**src/rtl/region_avg_pkg.sv**
```systemverilog
package region_avg_pkg;
  typedef struct packed {
    logic [7:0] r;
    logic [7:0] g;
    logic [7:0] b;
  } rgb_t;

  localparam int NUM_CH = 3;
endpackage

```
**src/rtl/sync_pos_tracker.sv**
```systemverilog
module sync_pos_tracker #(
  parameter int XW = 12,
  parameter int YW = 11
) (
  input  logic          clk,
  input  logic          rst_n,
  input  logic          pix_xfer,
  input  logic          hsync,
  input  logic          vsync,
  output logic [XW-1:0] pos_x,
  output logic [YW-1:0] pos_y,
  output logic          pix_take,
  output logic          frame_swap
);
  logic hs_q, vs_q;
  logic hs_rise, vs_rise;

  assign hs_rise    = hsync & ~hs_q;
  assign vs_rise    = vsync & ~vs_q;
  assign pix_take   = pix_xfer & ~hsync & ~vsync;
  assign frame_swap = vs_rise;

  always_ff @(posedge clk) begin
    if (!rst_n) begin
      hs_q  <= 1'b0;
      vs_q  <= 1'b0;
      pos_x <= '0;
      pos_y <= '0;
    end else begin
      hs_q <= hsync;
      vs_q <= vsync;
      if (vs_rise) begin
        pos_x <= '0;
        pos_y <= '0;
      end else if (hs_rise) begin
        pos_x <= '0;
        if (pos_y != '1) pos_y <= pos_y + 1'b1;
      end else if (pix_take && pos_x != '1) begin
        pos_x <= pos_x + 1'b1;
      end
    end
  end


  x_clear_chk: assert property (@(posedge clk) disable iff (!rst_n)
    hs_rise |=> (pos_x == '0));

  y_clear_chk: assert property (@(posedge clk) disable iff (!rst_n)
    vs_rise |=> (pos_y == '0));

  held_sync_chk: assert property (@(posedge clk) disable iff (!rst_n)
    (hsync && hs_q && !vs_rise) |=> $stable(pos_y));
endmodule

```
**src/rtl/region_match.sv**
```systemverilog
module region_match #(
  parameter int NREG  = 4,
  parameter int XW    = 12,
  parameter int YW    = 11,
  parameter int X0    = 2,
  parameter int Y0    = 1,
  parameter int PITCH = 6,
  parameter int LOG_W = 2,
  parameter int LOG_H = 1
) (
  input  logic [XW-1:0]   pos_x,
  input  logic [YW-1:0]   pos_y,
  input  logic            pix_take,
  output logic [NREG-1:0] hit
);
  localparam int RW = 1 << LOG_W;
  localparam int RH = 1 << LOG_H;

  logic row_in;
  assign row_in = (int'(pos_y) >= Y0) && (int'(pos_y) < Y0 + RH);

  for (genvar r = 0; r < NREG; r++) begin : g_reg
    localparam int LO = X0 + r * PITCH;
    assign hit[r] = pix_take && row_in &&
                    (int'(pos_x) >= LO) && (int'(pos_x) < LO + RW);
  end
endmodule

```
**src/rtl/region_bank.sv**
```systemverilog
module region_bank
  import region_avg_pkg::*;
#(
  parameter int NREG  = 4,
  parameter int LOG_A = 3,
  parameter int IDXW  = 2
) (
  input  logic            clk,
  input  logic            rst_n,
  input  logic [NREG-1:0] hit,
  input  rgb_t            pix,
  input  logic            swap,
  input  logic [IDXW-1:0] rd_idx,
  output rgb_t            rd_data,
  output logic            frame_done
);
  localparam int AW = 8 + LOG_A;

  logic [AW-1:0] acc [2][NREG][NUM_CH];
  logic          wr_bank;
  logic [7:0]    chan [NUM_CH];
  logic [AW-1:0] pub0;

  assign chan[0] = pix.r;
  assign chan[1] = pix.g;
  assign chan[2] = pix.b;
  assign pub0    = acc[~wr_bank][0][0];

  always_ff @(posedge clk) begin
    if (!rst_n) begin
      wr_bank    <= 1'b0;
      frame_done <= 1'b0;
      rd_data    <= '0;
      for (int b = 0; b < 2; b++)
        for (int r = 0; r < NREG; r++)
          for (int c = 0; c < NUM_CH; c++)
            acc[b][r][c] <= '0;
    end else begin
      frame_done <= swap;
      if (swap) begin
        wr_bank <= ~wr_bank;
        for (int r = 0; r < NREG; r++)
          for (int c = 0; c < NUM_CH; c++)
            acc[~wr_bank][r][c] <= '0;
      end else begin
        for (int r = 0; r < NREG; r++)
          if (hit[r])
            for (int c = 0; c < NUM_CH; c++)
              acc[wr_bank][r][c] <= acc[wr_bank][r][c] + {{LOG_A{1'b0}}, chan[c]};
      end
      if (int'(rd_idx) < NREG) begin
        rd_data.r <= acc[~wr_bank][rd_idx][0][AW-1:LOG_A];
        rd_data.g <= acc[~wr_bank][rd_idx][1][AW-1:LOG_A];
        rd_data.b <= acc[~wr_bank][rd_idx][2][AW-1:LOG_A];
      end else begin
        rd_data <= '0;
      end
    end
  end


  done_after_swap_chk: assert property (@(posedge clk) disable iff (!rst_n)
    swap |=> frame_done);

  done_pulse_chk: assert property (@(posedge clk) disable iff (!rst_n)
    frame_done |=> !frame_done);

  bank_clear_chk: assert property (@(posedge clk) disable iff (!rst_n)
    swap |=> (acc[wr_bank][0][0] == '0));

  pub_stable_chk: assert property (@(posedge clk) disable iff (!rst_n)
    !swap |=> $stable(pub0));
endmodule

```
**src/rtl/region_averager.sv**
```systemverilog
module region_averager
  import region_avg_pkg::*;
#(
  parameter int NREG  = 4,
  parameter int XW    = 12,
  parameter int YW    = 11,
  parameter int X0    = 2,
  parameter int Y0    = 1,
  parameter int PITCH = 6,
  parameter int LOG_W = 2,
  parameter int LOG_H = 1,
  localparam int IDXW = (NREG > 1) ? $clog2(NREG) : 1
) (
  input  logic            clk,
  input  logic            rst_n,
  input  logic            in_valid,
  output logic            in_ready,
  input  logic [23:0]     in_rgb,
  input  logic            in_hsync,
  input  logic            in_vsync,
  input  logic [IDXW-1:0] rd_idx,
  output logic [23:0]     rd_data,
  output logic            frame_done
);
  localparam int LOG_A = LOG_W + LOG_H;

  logic [XW-1:0]   pos_x;
  logic [YW-1:0]   pos_y;
  logic            pix_take, frame_swap;
  logic [NREG-1:0] hit;
  rgb_t            rd_pix;

  always_ff @(posedge clk) begin
    if (!rst_n) in_ready <= 1'b0;
    else        in_ready <= 1'b1;
  end

  sync_pos_tracker #(.XW(XW), .YW(YW)) u_pos (
    .clk(clk), .rst_n(rst_n), .pix_xfer(in_valid & in_ready),
    .hsync(in_hsync), .vsync(in_vsync), .pos_x(pos_x), .pos_y(pos_y),
    .pix_take(pix_take), .frame_swap(frame_swap)
  );

  region_match #(.NREG(NREG), .XW(XW), .YW(YW), .X0(X0), .Y0(Y0),
                 .PITCH(PITCH), .LOG_W(LOG_W), .LOG_H(LOG_H)) u_match (
    .pos_x(pos_x), .pos_y(pos_y), .pix_take(pix_take), .hit(hit)
  );

  region_bank #(.NREG(NREG), .LOG_A(LOG_A), .IDXW(IDXW)) u_bank (
    .clk(clk), .rst_n(rst_n), .hit(hit), .pix(rgb_t'(in_rgb)),
    .swap(frame_swap), .rd_idx(rd_idx), .rd_data(rd_pix),
    .frame_done(frame_done)
  );

  assign rd_data = rd_pix;


  one_region_chk: assert property (@(posedge clk) disable iff (!rst_n)
    $onehot0(hit));

  ready_chk: assert property (@(posedge clk) disable iff (!rst_n)
    rst_n |=> in_ready);
endmodule

```
**config.mk**
```make
export PLATFORM = sky130hd
export DESIGN_NAME = region_averager
export DESIGN_NICKNAME = d
export VERILOG_FILES = /design/src/rtl/region_avg_pkg.sv /design/src/rtl/sync_pos_tracker.sv /design/src/rtl/region_match.sv /design/src/rtl/region_bank.sv /design/src/rtl/region_averager.sv
export SDC_FILE = /design/constraint.sdc
export NUM_CORES = 1
export LEC_CHECK = 0
export BUFFER_PORTS_ARGS = -buffer_cell sky130_fd_sc_hd__buf_2
export CAP_MARGIN = 10
export CORE_ASPECT_RATIO = 1.75
export CORE_MARGIN = 4
export CORE_UTILIZATION = 28
export DETAILED_ROUTE_END_ITERATION = 8
export GPL_TIMING_DRIVEN = 0
export PLACE_DENSITY = 0.45
export SLEW_MARGIN = 20
export SYNTH_ARGS = -nofsm -noshare
export SYNTH_HDL_FRONTEND = slang
export SYNTH_SLANG_ARGS = --single-unit
```
**constraint.sdc**
```tcl
create_clock -name clk -period 3.7 [get_ports clk]
set_clock_uncertainty 0.15 [all_clocks]
set_input_delay 0.185 -clock clk [delete_from_list [all_inputs] [get_ports clk]]
set_output_delay 0.185 -clock clk [all_outputs]
set_load 0.05 [all_outputs]
```
==> results of run 1 <==
-- flip-flops by register name, summed over array words and instances, names as in the netlist, named ones only --
| name | cells |
|---|---|
| u_bank.acc | 264 |
| u_bank.rd_data | 24 |
| u_pos.pos_x | 12 |
| u_pos.pos_y | 11 |
| in_ready | 1 |
| u_bank.frame_done | 1 |
| u_bank.wr_bank | 1 |
| u_pos.hs_q | 1 |
| u_pos.vs_q | 1 |
-- cell usage in the layout, fill, tap and decap left out, types with 7 or more instances in the layout --
| cell type | n |
|---|---|
| nand3_1 | 18 |
| mux2_2 | 102 |
| buf_2 | 78 |
| or3_1 | 8 |
| a21oi_1 | 67 |
| nor3_1 | 58 |
| and4_1 | 7 |
| edfxtp_1 | 264 |
| ha_1 | 100 |
| clkinv_2 | 7 |
| dfxtp_1 | 53 |
| buf_4 | 11 |
| a21o_1 | 26 |
| o21bai_1 | 11 |
| o21ai_0 | 66 |
| nand4_1 | 8 |
| o21a_1 | 9 |
| xnor2_1 | 56 |
| a211oi_1 | 21 |
| mux2i_1 | 60 |
| xor2_1 | 47 |
| mux4_2 | 48 |
| and3_1 | 10 |
| inv_1 | 56 |
| a31oi_1 | 7 |
| nand2_1 | 70 |
| clkbuf_1 | 32 |
| o211ai_1 | 10 |
| nor2b_1 | 29 |
| buf_6 | 8 |
| clkbuf_16 | 37 |
| fa_1 | 12 |
| and2_1 | 37 |
| nor4_1 | 18 |
| nor2_1 | 245 |
-- final cells by class --
cell class	count	area, um2	share of cell area
multi-input cells	1235	9689	0.4385
flip-flops and latches	317	8989	0.4068
well taps	896	1121	0.05073
clock buffers	53	1049	0.04745
repair buffers	75	605.6	0.02741
plain buffers	68	385.4	0.01744
inverters	56	210.2	0.009513
clock inverters	10	46.29	0.002095
diodes	1	2.502	0.0001132
-- logic make-up (layout without fill, tap and decap cells) --
kind of cell,count (synthesis),in the layout,synth area share
buffers and inverters,125,262,0.02774
muxes,210,210,0.1484
adders and majority gates,112,112,0.07818
other,0,1,0
xor gates and xnor gates,103,103,0.04729
DFF,317,317,0.4712
AOI/OAI and AO/OA,267,267,0.09104
and+or+nand+nor,543,543,0.1362
-- stage by stage --
step,cell area [um2],total power (W),cells,utilization,TNS [ps]
3_5_place_dp,20760,0.006426,2638,0.3076,-87020
3_3_place_gp,20470,0.006362,2628,0.3034,-361200
2_1_floorplan,19080,0.005731,1677,-,0
6_report,22100,0.009853,2711,0.3275,0
4_1_cts,22000,0.009967,2707,0.3260,0
5_1_grt,22090,0.01029,2710,0.3275,0
-- what timing repair did --
item	CTS	global route
hold buffers	4	0
buffers inserted	3	3
pin swaps	4	7
endpoints found under the hold margin	7	0
endpoints found under the setup margin	196	74
gates resized for setup	25	12
-- metal layers --
metal	vias to the layer above	part of all wire	track usage
li1	6474	-	-
met1	6843	0.36	0.1739
met2	269	0.56	0.3422
met3	109	0.031	0.02407
met4	4	0.050	0.07683
met5	-	0.00033	0
-- path summary, 6_finish.rpt --
kind / startpoint / end / slack [ps] / depth (start not counted)
min: in_valid / u_pos.pos_x[4]$_SDFFE_PP0P_ / 40 / 5
max reg2reg: register / u_bank.acc[1][76]$_DFFE_PP_ / 110 / 12
min reg2reg: u_pos.pos_y[5]$_SDFFE_PP0P_ / u_pos.pos_y[5]$_SDFFE_PP0P_ / 400 / 2
max: register / u_bank.acc[1][76]$_DFFE_PP_ / 110 / 12
-- synthesized netlist by cell type (all sizes together), types with 3 or more instances --
library cell,n
nand4b,3
nor2,248
a21o,26
edfxtp,264
buf,42
and4,7
nand2,73
o21a,9
ha,100
o21bai,11
and3,10
nor4b,5
nor2b,29
fa,12
o211ai,10
o2111ai,5
nand3,21
a31oi,7
a221oi,3
dfxtp,53
a32oi,3
clkbuf,27
mux4,48
mux2i,60
nand4,8
o2bb2ai,3
a311oi,3
and2,37
nor3,58
o21ai,70
or2,4
or3,8
a21oi,75
mux2,102
xnor2,56
o31a,3
a211oi,25
nor4,19
nand2b,6
inv,56
a2111oi,6
xor2,47
-- worst register-to-register path, cell delays in order (launching register included) --
cell and delay, ps:
dfxtp_1 310, buf_4 190, buf_12 140, buf_8 180, buf_6 220, mux2_2 360, ha_1 230, fa_1 440
a21oi_1 200, o211ai_1 170, o211ai_1 440, xor2_1 150, and2_1 170
-- report_power, final --
| part | switching (W) | internal [W] | total [W] |
|---|---|---|---|
| Combinational | 0.00136 | 0.000883 | 0.00224 |
| Sequential | 0.0000901 | 0.00407 | 0.00416 |
| Clock | 0.00150 | 0.00196 | 0.00346 |
| Total | 0.00295 | 0.00691 | 0.00985 |
==> flow_metrics.env, run 1 <==
export IMPL_htree_levels=2
export IMPL_drt_vias_per_instance=5.053
export IMPL_worst_path_most_repeated_cell="o211ai_1"
export IMPL_slew_headroom=0.2808
export IMPL_tritoncts="yes"
export IMPL_timing_fmax_ghz=0.2783
export IMPL_ctsLongestPathBuffers=3
export IMPL_post_place_ws_ps=-1142
export IMPL_path_delay_family="compound AO/OA/AOI/OAI gates"
export IMPL_path_class="register to register"
export IMPL_cts_buffers=36
export IMPL_synth_top_area_share=0.4156
export IMPL_syn_num_nets=1820
export IMPL_rows=126
export IMPL_fin_crit_ps=3594
export IMPL_hold_path_class="primary input to register"
export IMPL_grt_pass1_wl_um=92080
export IMPL_worstSkewPairLatency_ps=570
export IMPL_cts_num_sinks=317
export IMPL_synth_top_area_cell="edfxtp_1"
export IMPL_initial_core_util=0.2827
export IMPL_crit_path_top_delay_cell="fa_1"
export IMPL_dieArea_mm2=0.07254
export IMPL_cts_root_buf="clkbuf_16"
export IMPL_yosysWarnings=0
export IMPL_drive_above_1_share=0.1918
export IMPL_yosysSeqAreaShare=0.4712
export IMPL_grt_pass1_vias=14366
export IMPL_worstMarginPinSlew_ps=1079
export IMPL_max_cap_violations=0
export IMPL_grt_setup_unrepaired="no"
export IMPL_fin_hold_ws_ps=41.87
export IMPL_gp_congestion=0.8308
export IMPL_netlist_area_mm2=0.01908
export IMPL_final_fill_count=6955
export IMPL_crit_path_end_kind="register"
export IMPL_hold_viol=0
export IMPL_drc=0
export IMPL_wire_per_inst_um=23.31
export IMPL_p_leak_nw=8.459
export IMPL_nets=1932
export IMPL_core_mm2=0.06747
export IMPL_ys_top_cells_by_area="edfxtp_1 (42%), ha_1 (6.6%), mux2_2 (6.0%)"
export IMPL_synth_edff_count=264
export IMPL_die_x_um=205.3
export IMPL_setup_ws_ps=106.2
export IMPL_powerDensity_mw_per_mm2=445.9
export IMPL_ys_ff_latch=317
export IMPL_drt_iter0_markers=728
export IMPL_cp_cell_sequence="buf_4 -> buf_12 -> buf_8 -> buf_6 -> mux2_2 -> ha_1 -> fa_1 -> a21oi_1 -> o211ai_1 -> o211ai_1 -> xor2_1 -> and2_1"
export IMPL_syn2layout_area_growth_pct=15.83
export IMPL_io_buffers=55
export IMPL_ant_nets=0
export IMPL_max_stage_delay_ps=440
export IMPL_grt_max_degree=25
export IMPL_syn_area_per_cell_um2=11.38
export IMPL_setup_viol_count_final=0
export IMPL_synthFlopType="edfxtp_1"
export IMPL_vdd_drop_max_uv=332.6
export IMPL_finalWirelength_um=63190
export IMPL_crit_path_start_kind="register"
export IMPL_cp_max_fo=10
export IMPL_synth_cell_types=63
export IMPL_clk_pin_slew_ps=60
export IMPL_die_h_um=353.3
export IMPL_ios=57
export IMPL_slew_violations=0
export IMPL_syn_inst=1677
export IMPL_grt_overflow=0
export IMPL_antenna_found_initial=4
export IMPL_dp_hpwl_um=48190
export IMPL_dr_pass1_iters=5
export IMPL_track_usage=0.1726
export IMPL_vias=13699
export IMPL_crit_required_ps=3860
export IMPL_post_route_period_util=0.9713
export IMPL_synthArstFlopShare=0
export IMPL_crit_buf_inv=4
export IMPL_status="finished, final reports clean"
export IMPL_worst_ep_arrival_time_ps=3750
Note: power is estimated with default switching activity, not from simulation.
==> inputs of run 2 (changes only) <==
ABC_AREA = 1   (was unset)
==> run 2 against run 1 <==
Sequential share of layout area decreased by 1.1 points; global-route usage up 0.65 points; clock power is 10% higher; register-to-register slack gained 100 ps; maximum frequency is 2.9% higher; sequential power is 1% lower; via count grew 21%; total power is 0.65% lower; first-iteration DRC count rose by 36%; critical path type unchanged; largest cell class is now flip-flops and latches.
==> flow_metrics.env, run 2 <==
export IMPL_status="finished, final reports clean"
export IMPL_largest_reg_flops=264
export IMPL_synth_xor_area_frac=0.02479
export IMPL_max_stage_delay_ps=420
export IMPL_whs_path_depth=4
export IMPL_slew_violations=0
export IMPL_hold_viol=0
export IMPL_ys_ff_latch=317
export IMPL_worst_ep_arrival_time_ps=3660
export IMPL_path_class="register to register"
export IMPL_max_cap_violations=0
export IMPL_dieArea_mm2=0.07515
export IMPL_grt_overflow=0
export IMPL_synth_top_area_cell="edfxtp_1"
export IMPL_clk_pin_slew_ps=60
export IMPL_initial_core_util=0.2833
export IMPL_synth_top_area_share=0.4007
export IMPL_power_w=0.009789
export IMPL_syn2layout_area_growth_pct=14.72
export IMPL_synth_common_cells="nand2_1 (492), inv_1 (399), edfxtp_1 (264)"
export IMPL_worst_hold_path_endpoint="u_bank.acc[1][66]$_DFFE_PP_"
export IMPL_synthFlopType="edfxtp_1"
export IMPL_grt_pass1_wl_um=102200
export IMPL_ys_top_cells_by_area="edfxtp_1 (40%), nand2_1 (9.3%), inv_1 (7.6%)"
export IMPL_post_route_period_util=0.9436
export IMPL_postCtsSetupBuffers=0
export IMPL_gp_congestion=0.8985
export IMPL_layout_commonest_cell="nand2_1"
export IMPL_hold_start="in_rgb[0]"
export IMPL_syn_inst=2409
export IMPL_worstMarginPinSlew_ps=1058
export IMPL_powerDensity_mw_per_mm2=431.3
export IMPL_placed_area_mm2=0.02137
export IMPL_io_buffers=55
export IMPL_crit_path_start_kind="register"
export IMPL_post_place_ws_ps=-1431
export IMPL_setup_viol_count_final=0
export IMPL_core_mm2=0.06983
export IMPL_drive_above_1_share=0.1063
export IMPL_synthArstFlopShare=0
export IMPL_timing_fmax_ghz=0.2864
export IMPL_grt_setup_unrepaired="no"
export IMPL_cts_num_sinks=317
export IMPL_htree_levels=2
export IMPL_syn_num_nets=2552
export IMPL_vdd_drop_max_uv=276.5
export IMPL_p_leak_nw=10.31
export IMPL_die_x_um=208.9
export IMPL_netlist_area_mm2=0.01979
export IMPL_dp_hpwl_um=53220
export IMPL_worst_r2r_cell_count=14
export IMPL_tritoncts="yes"
export IMPL_synth_edff_count=264
export IMPL_rr_endpoint="u_bank.acc[1][129]$_SDFFCE_PN0P_"
export IMPL_synth_cell_types=39
export IMPL_ios=57
export IMPL_ctsLongestPathBuffers=3
export IMPL_yosysSeqAreaShare=0.4543
export IMPL_synth_simple_area_share=0.1981
export IMPL_muxShareOfSynthArea=0.03206
export IMPL_fin_util=0.3251
export IMPL_hold_path_class="primary input to register"
export IMPL_top_regs="u_bank.acc: 264 flops, u_bank.rd_data: 24 flops, u_pos.pos_x: 12 flops"
export IMPL_antenna_found_initial=1
export IMPL_ff2ff_setup_slack_ps=210
export IMPL_finalWirelength_um=68970
export IMPL_cts_root_buf="clkbuf_16"
export IMPL_synth_most_common_cell="nand2_1"
export IMPL_synth_compound_area_frac=0.1182
export IMPL_fin_crit_ps=3491
export IMPL_cp_max_fo=10
export IMPL_crit_path_end_kind="register"
export IMPL_drt_iter0_markers=987
export IMPL_cp_cell_sequence="buf_2 -> buf_8 -> buf_8 -> buf_8 -> mux2_2 -> ha_1 -> fa_1 -> nand3_1 -> nand2_1 -> nand4_1 -> nand3_1 -> or2_2 -> nand3_1 -> nor2_1"
export IMPL_cts_buffers=37
export IMPL_setup_ws_ps=208.7
export IMPL_crit_required_ps=3870
export IMPL_synthAdderAreaFrac=0.07538
export IMPL_dr_pass1_iters=5
export IMPL_regMostFlops="u_bank.acc"
export IMPL_layout_common_cells="nand2_1 (487), inv_1 (399), edfxtp_1 (264), o21ai_0 (229), nor2_1 (223)"
export IMPL_yosysWarnings=0
export IMPL_track_usage=0.1790
export IMPL_synth_top_family_by_area="simple AND/OR/NAND/NOR gates"
export IMPL_rows=128
export IMPL_grt_pass1_vias=16722
export IMPL_fin_area_mm2=0.02270
export IMPL_slew_headroom=0.2949
export IMPL_crit_path_top_delay_cell="fa_1"
export IMPL_nets=2654
export IMPL_ant_nets=0
export IMPL_drc=0
export IMPL_vias=16559
export IMPL_wire_per_inst_um=19.98
export IMPL_worstSkewPairLatency_ps=560
export IMPL_drt_vias_per_instance=4.798
export IMPL_grt_max_degree=24
export IMPL_die_h_um=359.7
export IMPL_syn_area_per_cell_um2=8.213
-- run 2: changes by cell type in the layout (fill, tap and decap cells not counted), moves of 48 or more --
cell     change
a21oi_1     +73
mux4_2      -48
o21ai_0    +163
nand3_1    +121
nand2_1    +417
mux2_2      -51
mux2i_1     -54
inv_1      +343
-- run 2: final cells by class --
type	count	area, um2
multi-input combinational	1596	8909
sequential	317	8989
tap	910	1139
clock inverter	12	77.57
timing repair buffer	65	450.4
inverter	404	1516
clock buffer	56	1165
fill	7393	47130
antenna	1	2.502
buffer	90	450.4
-- run 2: kinds of logic after synthesis --
| logic type | after synthesis |
|---|---|
| AND/OR/NAND/NOR | 931 |
| buffers and inverters | 496 |
| AO/OA/AOI/OAI | 440 |
| flip-flops | 317 |
| adder cells (fa/ha/maj) | 112 |
| multiplexers | 57 |
| XOR/XNOR | 56 |
-- run 2: worst max-delay path by stage --
stage	start	end	slack (ps)	depth (start not counted)
2_1_floorplan	in_ready$_DFF_P_	u_bank.acc[1][0]$_DFFE_PP_	130	8
3_3_place_gp	u_pos.pos_y[1]$_SDFFE_PP0P_	u_bank.acc[1][67]$_DFFE_PP_	-1660	12
3_5_place_dp	register	u_bank.acc[1][129]$_SDFFCE_PN0P_	-1430	14
4_1_cts	u_pos.pos_y[0]$_SDFFE_PP0P_	u_bank.acc[0][100]$_SDFFCE_PN0P_	30	12
5_1_grt	register	u_bank.acc[1][129]$_SDFFCE_PN0P_	20	14
6_report	register	u_bank.acc[1][129]$_SDFFCE_PN0P_	210	14
-- run 2: per-layer routing --
metal | wire length (um) | global-route usage
met5 | 0 | 0
met3 | 2494 | 0.02082
met1 | 25670 | 0.1882
met4 | 3274 | 0.07849
met2 | 37520 | 0.3520
-- run 2: metrics by stage --
step / hold slack, ps / TNS (ps) / instances
floorplan: 62.72 / 0 / 2409
CTS: 49.92 / 0 / 3451
global placement: 152.9 / -422630 / 3374
global route: 92.37 / 0 / 3450
finish: 72.60 / 0 / 3451
detailed placement: 154.0 / -217780 / 3380
-- run 2: critical path: cells and delay by family, from the launching register on --
| kind | cells | cell delay (ps) |
|---|---|---|
| buffers and inverters | 4 | 860 |
| AND/OR/NAND/NOR | 7 | 870 |
| multiplexers | 1 | 360 |
| flip-flops | 1 | 310 |
| adder cells (fa/ha/maj) | 2 | 650 |
-- run 2: timing repair --
action                                 CTS  global route
endpoints found under the hold margin   12             0
gates cloned                             0             0
hold buffers                             4             0
setup endpoints to repair              260            23
resized for setup                       14             8
pin swaps                                0             0
-- run 2: report_power, final --
| part | internal, W | switching [W] | leakage, nW |
|---|---|---|---|
| clock | 0.00219 | 0.00163 | 0.617 |
| sequential | 0.00403 | 0.0000641 | 3.22 |
| combinational | 0.000576 | 0.00129 | 6.47 |
| total | 0.00680 | 0.00299 | 10.3 |
